===== src/rtl/sg_pkg.sv =====
package sg_pkg;
  localparam logic [2:0] CYC_BASIC   = 3'd1;
  localparam logic [2:0] CYC_AUTO    = 3'd2;
  localparam logic [2:0] CYC_MEM_SG  = 3'd4;
  localparam logic [2:0] CYC_MEM_ALT = CYC_MEM_SG + 3'd1;
  localparam logic [2:0] CYC_PER_SG  = 3'd6;
  localparam logic [2:0] CYC_PER_ALT = CYC_PER_SG + 3'd1;

  localparam int BURST_BIT = 3;
  localparam int SINC_BIT  = 4;
  localparam int DINC_BIT  = 5;
  localparam int CNT_LSB   = 6;

  typedef enum logic [2:0] {
    S_IDLE, S_ARM, S_CP_RD, S_CP_CAP, S_DT_WAIT, S_DT_RD, S_DT_WR, S_FIN
  } sg_state_e;

  typedef enum logic [1:0] {ASEL_COPY, ASEL_SRC, ASEL_DST} sg_asel_e;
endpackage


===== src/rtl/sg_slot.sv =====
module sg_slot #(
  parameter int AW = 16,
  parameter int NW = 10
) (
  input  logic          clk,
  input  logic          rst_n,
  input  logic          wr_en_i,
  input  logic [1:0]    idx_i,
  input  logic [31:0]   data_i,
  input  logic          last_i,
  input  logic          periph_i,
  output logic [AW-1:0] src_end_o,
  output logic [AW-1:0] dst_end_o,
  output logic [2:0]    code_o,
  output logic          sinc_o,
  output logic          dinc_o,
  output logic [NW-1:0] n_o
);
  import sg_pkg::*;

  logic [AW-1:0] src_q, src_d, dst_q, dst_d;
  logic [2:0]    code_q, code_d;
  logic          sinc_q, sinc_d, dinc_q, dinc_d;
  logic [NW-1:0] n_q, n_d;
  logic          unused_bits;

  // word +3 and the entry burst bit are dropped on purpose
  assign unused_bits = ^{data_i[31:CNT_LSB+NW], data_i[BURST_BIT], data_i[31:AW]};

  always_comb begin
    src_d  = src_q;
    dst_d  = dst_q;
    code_d = code_q;
    sinc_d = sinc_q;
    dinc_d = dinc_q;
    n_d    = n_q;
    if (wr_en_i) begin
      case (idx_i)
        2'd0: src_d = data_i[AW-1:0];
        2'd1: dst_d = data_i[AW-1:0];
        2'd2: begin
          code_d = last_i ? (periph_i ? CYC_BASIC : CYC_AUTO) : data_i[2:0];
          sinc_d = data_i[SINC_BIT];
          dinc_d = data_i[DINC_BIT];
          n_d    = data_i[CNT_LSB +: NW];
        end
        default: ;
      endcase
    end
  end

  always_ff @(posedge clk or negedge rst_n) begin
    if (!rst_n) begin
      src_q  <= '0;
      dst_q  <= '0;
      code_q <= '0;
      sinc_q <= 1'b0;
      dinc_q <= 1'b0;
      n_q    <= '0;
    end else if (wr_en_i) begin
      src_q  <= src_d;
      dst_q  <= dst_d;
      code_q <= code_d;
      sinc_q <= sinc_d;
      dinc_q <= dinc_d;
      n_q    <= n_d;
    end
  end

  assign src_end_o = src_q;
  assign dst_end_o = dst_q;
  assign code_o    = code_q;
  assign sinc_o    = sinc_q;
  assign dinc_o    = dinc_q;
  assign n_o       = n_q;
endmodule


===== src/rtl/sg_elem_addr.sv =====
module sg_elem_addr #(
  parameter int AW = 16,
  parameter int NW = 10
) (
  input  logic [AW-1:0] src_end_i,
  input  logic [AW-1:0] dst_end_i,
  input  logic          sinc_i,
  input  logic          dinc_i,
  input  logic [NW-1:0] d_rem_i,
  output logic [AW-1:0] src_addr_o,
  output logic [AW-1:0] dst_addr_o
);
  logic [AW-1:0] rem_ext;

  assign rem_ext    = AW'(d_rem_i);
  assign src_addr_o = sinc_i ? (src_end_i - rem_ext) : src_end_i;
  assign dst_addr_o = dinc_i ? (dst_end_i - rem_ext) : dst_end_i;
endmodule


===== src/rtl/sg_ctrl.sv =====
module sg_ctrl #(
  parameter int AW    = 16,
  parameter int ENT_W = 8,
  parameter int NW    = 10
) (
  input  logic             clk,
  input  logic             rst_n,
  input  logic             start_i,
  input  logic             periph_mode_i,
  input  logic             use_burst_i,
  input  logic [AW-1:0]    tbl_base_i,
  input  logic [ENT_W-1:0] entries_m1_i,
  input  logic             periph_req_i,
  input  logic [2:0]       slot_code_i,
  input  logic [NW-1:0]    slot_n_i,
  output logic             slot_wr_o,
  output logic [1:0]       slot_idx_o,
  output logic             slot_last_o,
  output logic             periph_q_o,
  output logic             mem_re_o,
  output logic             mem_we_o,
  output sg_pkg::sg_asel_e asel_o,
  output logic [AW-1:0]    copy_addr_o,
  output logic [NW-1:0]    d_rem_o,
  output logic             busy_o,
  output logic             done_o
);
  import sg_pkg::*;

  localparam int PW = ENT_W + 2;

  sg_state_e     st_q, st_d;
  logic          per_q, per_d, bst_q, bst_d, exh_q, exh_d;
  logic [AW-1:0] tend_q, tend_d;
  logic [PW-1:0] prem_q, prem_d, prem_init;
  logic [NW-1:0] drem_q, drem_d;
  logic [2:0]    alt_code;

  assign prem_init = {entries_m1_i, 2'b11};
  assign alt_code  = per_q ? CYC_PER_ALT : CYC_MEM_ALT;

  always_comb begin
    st_d   = st_q;
    per_d  = per_q;
    bst_d  = bst_q;
    exh_d  = exh_q;
    tend_d = tend_q;
    prem_d = prem_q;
    drem_d = drem_q;
    case (st_q)
      S_IDLE: if (start_i) begin
        per_d  = periph_mode_i;
        bst_d  = use_burst_i;
        exh_d  = 1'b0;
        tend_d = tbl_base_i + AW'(prem_init);
        prem_d = prem_init;
        st_d   = periph_mode_i ? S_ARM : S_CP_RD;
      end
      S_ARM:    if (periph_req_i) st_d = S_CP_RD;
      S_CP_RD:  st_d = S_CP_CAP;
      S_CP_CAP: begin
        if (prem_q != '0) prem_d = prem_q - 1'b1;
        if (prem_q[1:0] == 2'b00) begin
          drem_d = slot_n_i;
          exh_d  = (prem_q == '0);
          st_d   = per_q ? S_DT_WAIT : S_DT_RD;
        end else begin
          st_d = S_CP_RD;
        end
      end
      S_DT_WAIT: if (periph_req_i) st_d = S_DT_RD;
      S_DT_RD:   st_d = S_DT_WR;
      S_DT_WR: begin
        if (drem_q == '0) begin
          st_d = ((slot_code_i == alt_code) && !exh_q) ? S_CP_RD : S_FIN;
        end else begin
          drem_d = drem_q - 1'b1;
          st_d   = (per_q && !bst_q) ? S_DT_WAIT : S_DT_RD;
        end
      end
      S_FIN:   st_d = S_IDLE;
      default: st_d = S_IDLE;
    endcase
  end

  always_ff @(posedge clk or negedge rst_n) begin
    if (!rst_n) begin
      st_q   <= S_IDLE;
      per_q  <= 1'b0;
      bst_q  <= 1'b0;
      exh_q  <= 1'b0;
      tend_q <= '0;
      prem_q <= '0;
      drem_q <= '0;
    end else begin
      st_q   <= st_d;
      per_q  <= per_d;
      bst_q  <= bst_d;
      exh_q  <= exh_d;
      tend_q <= tend_d;
      prem_q <= prem_d;
      drem_q <= drem_d;
    end
  end

  always_comb begin
    case (st_q)
      S_DT_RD: asel_o = ASEL_SRC;
      S_DT_WR: asel_o = ASEL_DST;
      default: asel_o = ASEL_COPY;
    endcase
  end

  assign mem_re_o    = (st_q == S_CP_RD) || (st_q == S_DT_RD);
  assign mem_we_o    = (st_q == S_DT_WR);
  assign slot_wr_o   = (st_q == S_CP_CAP);
  assign slot_idx_o  = ~prem_q[1:0];
  assign slot_last_o = (prem_q[PW-1:2] == '0);
  assign periph_q_o  = per_q;
  assign copy_addr_o = tend_q - AW'(prem_q);
  assign d_rem_o     = drem_q;
  assign busy_o      = (st_q != S_IDLE) && (st_q != S_FIN);
  assign done_o      = (st_q == S_FIN);
endmodule


===== src/rtl/sg_seq_top.sv =====
module sg_seq_top #(
  parameter int AW    = 16,
  parameter int ENT_W = 8,
  parameter int NW    = 10
) (
  input  logic             clk,
  input  logic             rst_n,
  input  logic             start_i,
  input  logic             periph_mode_i,
  input  logic             use_burst_i,
  input  logic [AW-1:0]    tbl_base_i,
  input  logic [ENT_W-1:0] entries_m1_i,
  input  logic             periph_req_i,
  output logic             mem_re_o,
  output logic             mem_we_o,
  output logic [AW-1:0]    mem_addr_o,
  output logic [31:0]      mem_wdata_o,
  input  logic [31:0]      mem_rdata_i,
  output logic             busy_o,
  output logic             done_o
);
  import sg_pkg::*;

  logic [1:0]    rst_sync_q;
  logic          rst_int_n;
  logic          slot_wr, slot_last, per_q, sinc, dinc;
  logic [1:0]    slot_idx;
  logic [AW-1:0] src_end, dst_end, copy_addr, src_addr, dst_addr;
  logic [2:0]    slot_code;
  logic [NW-1:0] slot_n, d_rem;
  sg_asel_e      asel;

  always_ff @(posedge clk or negedge rst_n) begin
    if (!rst_n) rst_sync_q <= 2'b00;
    else        rst_sync_q <= {rst_sync_q[0], 1'b1};
  end
  assign rst_int_n = rst_sync_q[1];

  sg_ctrl #(.AW(AW), .ENT_W(ENT_W), .NW(NW)) ctrl_i (
    .clk(clk), .rst_n(rst_int_n), .start_i(start_i),
    .periph_mode_i(periph_mode_i), .use_burst_i(use_burst_i),
    .tbl_base_i(tbl_base_i), .entries_m1_i(entries_m1_i),
    .periph_req_i(periph_req_i), .slot_code_i(slot_code), .slot_n_i(slot_n),
    .slot_wr_o(slot_wr), .slot_idx_o(slot_idx), .slot_last_o(slot_last),
    .periph_q_o(per_q), .mem_re_o(mem_re_o), .mem_we_o(mem_we_o),
    .asel_o(asel), .copy_addr_o(copy_addr), .d_rem_o(d_rem),
    .busy_o(busy_o), .done_o(done_o)
  );

  sg_slot #(.AW(AW), .NW(NW)) slot_i (
    .clk(clk), .rst_n(rst_int_n), .wr_en_i(slot_wr), .idx_i(slot_idx),
    .data_i(mem_rdata_i), .last_i(slot_last), .periph_i(per_q),
    .src_end_o(src_end), .dst_end_o(dst_end), .code_o(slot_code),
    .sinc_o(sinc), .dinc_o(dinc), .n_o(slot_n)
  );

  sg_elem_addr #(.AW(AW), .NW(NW)) addr_i (
    .src_end_i(src_end), .dst_end_i(dst_end), .sinc_i(sinc), .dinc_i(dinc),
    .d_rem_i(d_rem), .src_addr_o(src_addr), .dst_addr_o(dst_addr)
  );

  always_comb begin
    case (asel)
      ASEL_SRC: mem_addr_o = src_addr;
      ASEL_DST: mem_addr_o = dst_addr;
      default:  mem_addr_o = copy_addr;
    endcase
  end

  assign mem_wdata_o = mem_we_o ? mem_rdata_i : 32'd0;
endmodule


===== config.mk =====
export PLATFORM = sky130hd
export DESIGN_NAME = sg_seq_top
export DESIGN_NICKNAME = d
export VERILOG_FILES = /design/src/rtl/sg_pkg.sv /design/src/rtl/sg_slot.sv /design/src/rtl/sg_elem_addr.sv /design/src/rtl/sg_ctrl.sv /design/src/rtl/sg_seq_top.sv
export SDC_FILE = /design/constraint.sdc
export NUM_CORES = 1
export LEC_CHECK = 0
export ABC_AREA = 0
export BUFFER_PORTS_ARGS = -buffer_cell sky130_fd_sc_hd__buf_2
export CORE_MARGIN = 8
export CORE_UTILIZATION = 59
export CTS_CLUSTER_DIAMETER = 200
export CTS_CLUSTER_SIZE = 30
export DETAILED_ROUTE_END_ITERATION = 6
export PLACE_DENSITY = 0.8
export SYNTH_ARGS = -nofsm -noshare
export SYNTH_HDL_FRONTEND = slang
export SYNTH_SLANG_ARGS = --single-unit

===== constraint.sdc =====
create_clock -name clk -period 4.5 [get_ports clk]
set_clock_uncertainty 0.2 [all_clocks]
set_input_delay 0.675 -clock clk [delete_from_list [all_inputs] [get_ports clk]]
set_output_delay 0.675 -clock clk [all_outputs]
set_load 0.03 [all_outputs]

==> metrics.txt, run 1 <==
outcome=finished clean; share of cells above drive strength 1=between 20% and 30%; Synth area leaders=dfrtp_1 33%, mux2_2 8.7%, ha_1 8.4%; Yosys top cell by area=dfrtp_1; initial DRC count=470; critical path startpoint category=flop; initial antenna violation count=0; final period utilization=93.9%; GRT Util Overall=25.5%; area share of the largest cell type after synthesis=33.1%; PwrDens=~900 nW/um^2; post-synthesis sequential area ratio=33.1%; Netlist cell types=68; Pint=0.00348 W; worst rel slew slack=38.2%; post-route ant nets=0; clock latency on the worst-skew pair=~360 ps; DR pass1 iterations=5; Min-Delay Path Class=flop to flop; power after layout=0.00704 W; overall via count from detail_route=6,255; number of flops mapped to enable cells by yosys=0; Max-Cap Viols=0; Die Ht=approximately 120 um; largest net degree at the start of global routing=63; Total Die Area=15,400 um^2; GPL Wtd Cong=0.955; TNS Setup=0 ps; fin. max-slew vios=0; Hold Vio Cnt, Final=0; endpoints failing setup=0; H-Tree Level Count=3; syn_nets=883; Fmax=between 0.2 and 0.25 GHz; vias in the first global route=6,195; yosys warns=0; IO buf count=113; share of total power in the clock network=10.8%; syn avg cell area=8.90 um^2; final wirelength=19,100 um; prevailing post-synth register cell=dfrtp_1; clock sink count=91; critical path peak fanout=24; Critical Path AT=roughly 3400 ps; # DRC=0; Diodes inserted=0; Via density=slightly above 6; required time worst endpoint=3620 ps; post-place instance area=7530 um^2; worst vdd ir=0.000806 V; num rows=39; sequential share of power=23.0%; io pins=114; post-layout util=68.6%; Mapped Cells=772; Worst Setup End Kind=primary output; Die Wd=between 100 and 150 um; Sw Ratio=50.5%; Area Growth Syn to Fin=14.0%; CTS Buffer Depth=2; Post-Syn Area=6870 um^2; TritonCTS clock tree=yes; worst slew pin tran=~900 ps; Crit Path Class=flop to primary output; Comb power frac=66.3%; CTS root buffer=clkbuf_16; initial core utilization=60.2%; Routed wire per std cell=roughly 19 um; DP HPWL=14,900 um; CTS Buf Count=9; # nets final=between 900 and 1,000; number of synthesized register bits=91; minimum clock period=4230 ps; post-route cell area=a little under 8000 um^2; global-route wire length before repair=30,700 um; asr flop ratio synth=100%; GRT overflow=0; final hold slack=155 ps; P_leak=3.70 nW; Post-CTS Setup Bufs=0; Core Area=11,400 um^2; RSZ-0062 raised after global routing=false; Switch Pwr=0.00356 W; Clock transition at path regs=70 ps
area by class of cell:
type | instances | area [um^2]
clock buffers | 10 | 239
clock inverters | 6 | 51.3
fillers | 954 | 3580
inverters | 43 | 161
multi-input cells | 606 | 4300
flip-flops and latches | 91 | 2280
well taps | 143 | 179
repair buffers | 121 | 628
worst paths after layout:
path,start,endpoint,slack [ps],depth (start not counted)
max,ctrl_i.st_q[1],mem_addr_o[9],270,8
min,rst_sync_q[0],rst_sync_q[1],160,0
max reg2reg,ctrl_i.d_rem_o[1],ctrl_i.st_q[0],1690,9
min reg2reg,rst_sync_q[0],rst_sync_q[1],160,0
max in group asynchronous,rst_sync_q[1],slot_i.dst_end_o[10],2990,1
min in group asynchronous,rst_sync_q[1],ctrl_i.periph_q_o,230,0
metal layers:
metal / global-route usage (%) / wire length [um] / up-vias
met5: 0 / 0 / -
met4: 7.73 / 325 / 0
met3: 5.12 / 1300 / 32
met1: 30.9 / 7840 / 3020
met2: 44.6 / 9660 / 220
li1: - / - / 2983
metrics by stage:
step,setup slack [ps],instances
final,273,1020
after global routing,37.9,1020
after CTS,339,1020
after detailed placement,752,1003
after global placement,754,1003
after floorplan,686,772
cell usage in the layout, fill, tap and decap left out, drive strengths merged, types with 33 or more instances in the layout:
| master | netlist | layout |
|---|---|---|
| a21oi | 68 | 68 |
| dfrtp | 91 | 91 |
| o21ai | 63 | 63 |
| nor2 | 43 | 43 |
| nand2 | 63 | 63 |
| inv | 43 | 48 |
| mux2 | 53 | 53 |
| ha | 46 | 46 |
| buf | 13 | 120 |
| and2 | 33 | 33 |
power groups by stage:
stage          clock [W]  combinational (W)  sequential [W]
6_report        0.000758            0.00467         0.00162
5_1_grt         0.000797            0.00507         0.00167
3_3_place_gp           0            0.00447         0.00160
3_5_place_dp           0            0.00458         0.00162
2_1_floorplan          0            0.00353         0.00149
4_1_cts         0.000772            0.00462         0.00161
sequential cells by signal, summed over array words and instances (netlist names):
signal             count
slot_i.code_o          3
slot_i.dinc_o          1
slot_i.n_o            10
slot_i.dst_end_o      16
ctrl_i.exh_q           1
ctrl_i.tend_q         16
slot_i.sinc_o          1
ctrl_i.bst_q           1
ctrl_i.prem_q         10
rst_sync_q             2
ctrl_i.d_rem_o        10
ctrl_i.st_q            3
ctrl_i.periph_q_o      1
slot_i.src_end_o      16
Yosys cell counts (all sizes together) (6+ instances only):
| master | number |
|---|---|
| nor2b | 11 |
| a21oi | 68 |
| xor2 | 22 |
| clkbuf | 19 |
| buf | 13 |
| and3 | 12 |
| and2 | 33 |
| a221oi | 16 |
| inv | 43 |
| ha | 46 |
| o21ai | 63 |
| nand2 | 63 |
| nor3 | 21 |
| nand3 | 12 |
| a21o | 12 |
| nand3b | 6 |
| nor2 | 43 |
| a31oi | 13 |
| dfrtp | 91 |
| mux2 | 53 |
| xnor2 | 26 |
what timing repair did:
| action | in CTS | in global routing |
|---|---|---|
| endpoints found under the setup margin | 0 | 0 |
| hold buffers | 1 | 0 |
| resized for setup | 0 | 0 |
| hold endpoints to repair | 2 | 0 |
logic make-up (layout without fill, tap and decap cells):
kind of cell	Yosys count	in the layout	synth area share, %
DFF	91	91	33.1
muxes	57	57	9.27
adders and majority gates	49	49	9.25
buffers and inverters	75	180	4.35
other	1	1	0.0546
and+or+nand+nor	231	231	17.8
xor gates and xnor gates	48	48	6.12
AOI/OAI and AO/OA	220	220	20.0
critical path, stage by stage, from the launching register on:
cell	delay, ps
dfrtp_1	520
nand2_1	120
or2_2	470
ha_1	890
nand4b_1	190
o21ai_0	290
a221oi_1	170
o31ai_1	90
buf_2	240
No activity file was read; power rests on OpenSTA's default activity.
==> run 2: changes to the inputs <==
- CELL_PAD_IN_SITES_DETAIL_PLACEMENT: unset -> 1
- CELL_PAD_IN_SITES_GLOBAL_PLACEMENT: unset -> 2
- CORE_UTILIZATION: 59 -> 38
- PLACE_DENSITY: 0.8 -> 0.84
==> run 2 against run 1 <==
Net effect: maximum frequency rose by 2.8%; die area grew 47%; count of clock-buffer cells in the layout grew 2; cell area is 1.6% higher.
==> metrics.txt, run 2 (synthesized netlist as in run 1, its figures left out) <==
most common cell after layout, fill and taps aside=buf_2; Worst Setup End Kind=primary output; Die Wd=150 um (+21%); IO buf count=113 (unchanged); Comb power frac=66.1% (-0.2 points); Switch Pwr=0.00361 W (+1.4%); Sw Ratio=50.7% (+0.16 points); critical-path cell list=inv_1, ha_1, inv_1, fa_1, a21o_1, a221oi_2, xnor2_1, mux2_2, a221oi_1, a21oi_1, buf_2; Crit-path slowest cell=fa_1; required time worst endpoint=3620 ps (about the same); Max-Cap Viols=0 (unchanged); final period utilization=91.4% (-2.6 points); CTS root buffer=clkbuf_16; Clock transition at path regs=70 ps (about the same); fin. max-slew vios=0 (unchanged); initial core utilization=38.5% (-22 points); Min-Delay Path Class=flop to async pin; initial DRC count=263 (-44%); io pins=114 (unchanged); sequential share of power=23.0% (about the same); Critical Path AT=3240 ps (-110 ps); vias in the first global route=6,458 (+4.2%); critical path peak fanout=4 (-83%); Total Die Area=22,600 um^2 (+47%); post-route ant nets=0 (unchanged); num rows=49 (+26%); Crit Path Class=flop to primary output; RSZ-0062 raised after global routing=false; clock sink count=91 (unchanged); worst rel slew slack=38.4% (+0.17 points); H-Tree Level Count=3 (unchanged); PwrDens=894 nW/um^2 (-0.51%); largest net degree at the start of global routing=53 (-16%); DP HPWL=17,300 um (+16%); worst setup margin=389 ps (+116 ps); # nets final=984 (+0.10%); Post-CTS Setup Bufs=0 (unchanged); Fmax=0.243 GHz (+2.8%); DR pass1 iterations=4 (-1); GPL Wtd Cong=0.885 (-7.4%); P_leak=3.71 nW (+0.24%); worst slew pin tran=922 ps (-2.56 ps); Crit path largest cell delay=460 ps (-430 ps); Diodes inserted=0 (unchanged); GRT overflow=0 (unchanged); clock latency on the worst-skew pair=360 ps (about the same); Die Ht=150 um (+21%); final wirelength=22,100 um (+15%); CTS Buffer Depth=2 (unchanged); worst vdd ir=0.000340 V (-58%); # DRC=0 (unchanged); worst r2r path cells=10 (+1); initial antenna violation count=0 (unchanged); Routed wire per std cell=19.9 um (+6.3%); Area Growth Syn to Fin=15.8%; Hold Vio Cnt, Final=0 (unchanged); share of cells above drive strength 1=23.5% (+0.087 points); most used cell, CP=inv_1; Pint=0.00351 W (+0.71%); Via density=5.47 (-11%); overall via count from detail_route=6,056 (-3.2%); share of total power in the clock network=10.9% (about the same); final hold slack=121 ps (-34.0 ps); outcome=finished clean; TritonCTS clock tree=yes; critical path startpoint category=flop; Core Area=17,800 um^2 (+56%); minimum clock period=4110 ps (-116 ps); global-route wire length before repair=35,700 um (+16%); GRT Util Overall=20.1% (-5.4 points); TNS Setup=0 ps (unchanged); pre-CTS setup slack=785 ps (+33.0 ps); endpoints failing setup=0 (unchanged); CTS Buf Count=9 (unchanged); most frequent cells in the layout=113 x buf_2, 90 x dfrtp_1, 68 x a21oi_1
## run 2: cell count changes in the layout (fill, tap and decap cells not counted), sizes merged
cell,previous run,this run
buf,120,121
clkbuf,10,12
clkinv,1,2
inv,48,45
## run 2: cell type report
class	instances	area [um^2]
sequential	91	2280
clock buffer	12	267
timing repair buffer	122	636
clock inverter	4	31.3
tap	229	287
multi-input combinational	606	4300
fill	2144	9880
inverter	43	161
## run 2: worst max-delay path, delay by kind of cell, from the launching register on
kind | cells | cell delay (ps)
compound gates | 4 | 1140
fa+ha+maj | 2 | 630
flops | 1 | 380
buf+inv | 3 | 340
mux | 1 | 270
xor+xnor | 1 | 110
## run 2: what timing repair did
| action | CTS | global route |
|---|---|---|
| hold endpoints to repair | 2 | 0 |
| setup endpoints to repair | 0 | 0 |
| hold buffers | 1 | 0 |
| gates resized for setup | 0 | 0 |
## run 2: path summary, 6_finish.rpt
path / startpoint / end / slack, ps
worst max-delay path: slot_i.src_end_o[0] / mem_addr_o[6] / 390
worst min-delay path: rst_sync_q[1] / ctrl_i.tend_q[0] / 120
max in group asynchronous: rst_sync_q[1] / slot_i.dst_end_o[6] / 2900
worst max register to register: ctrl_i.d_rem_o[1] / ctrl_i.d_rem_o[0] / 1600
min in group clk: rst_sync_q[0] / rst_sync_q[1] / 160
worst min register to register: rst_sync_q[1] / ctrl_i.tend_q[0] / 120
## run 2: per-layer routing
metal / part of all wire (%) / wire length, um / track usage, %
met1: 45 / 9840 / 25.3
met2: 50 / 11100 / 34.5
met3: 2.9 / 630 / 3.01
met4: 2.1 / 473 / 6.95
met5: 0 / 0 / 0
## run 2: stage by stage
stage                     instance area [um^2]  std cells  total power (W)  util [%]
after floorplan                           6870        772          0.00502         -
after global placement                    7650       1090          0.00617      42.9
after detailed placement                  7650       1090          0.00632      42.9
after CTS                                 7960       1107          0.00715      44.6
after global routing                      7960       1107          0.00768      44.6
final                                     7960       1107          0.00712      44.6
## run 2: power by group through the flow
| stage | Combinational, W | Sequential, W | Clock [W] |
|---|---|---|---|
| finish | 0.00470 | 0.00164 | 0.000773 |
| global placement | 0.00455 | 0.00162 | 0 |
| floorplan | 0.00353 | 0.00149 | 0 |
| detailed placement | 0.00467 | 0.00164 | 0 |
| CTS | 0.00472 | 0.00163 | 0.000795 |
| global route | 0.00516 | 0.00170 | 0.000822 |
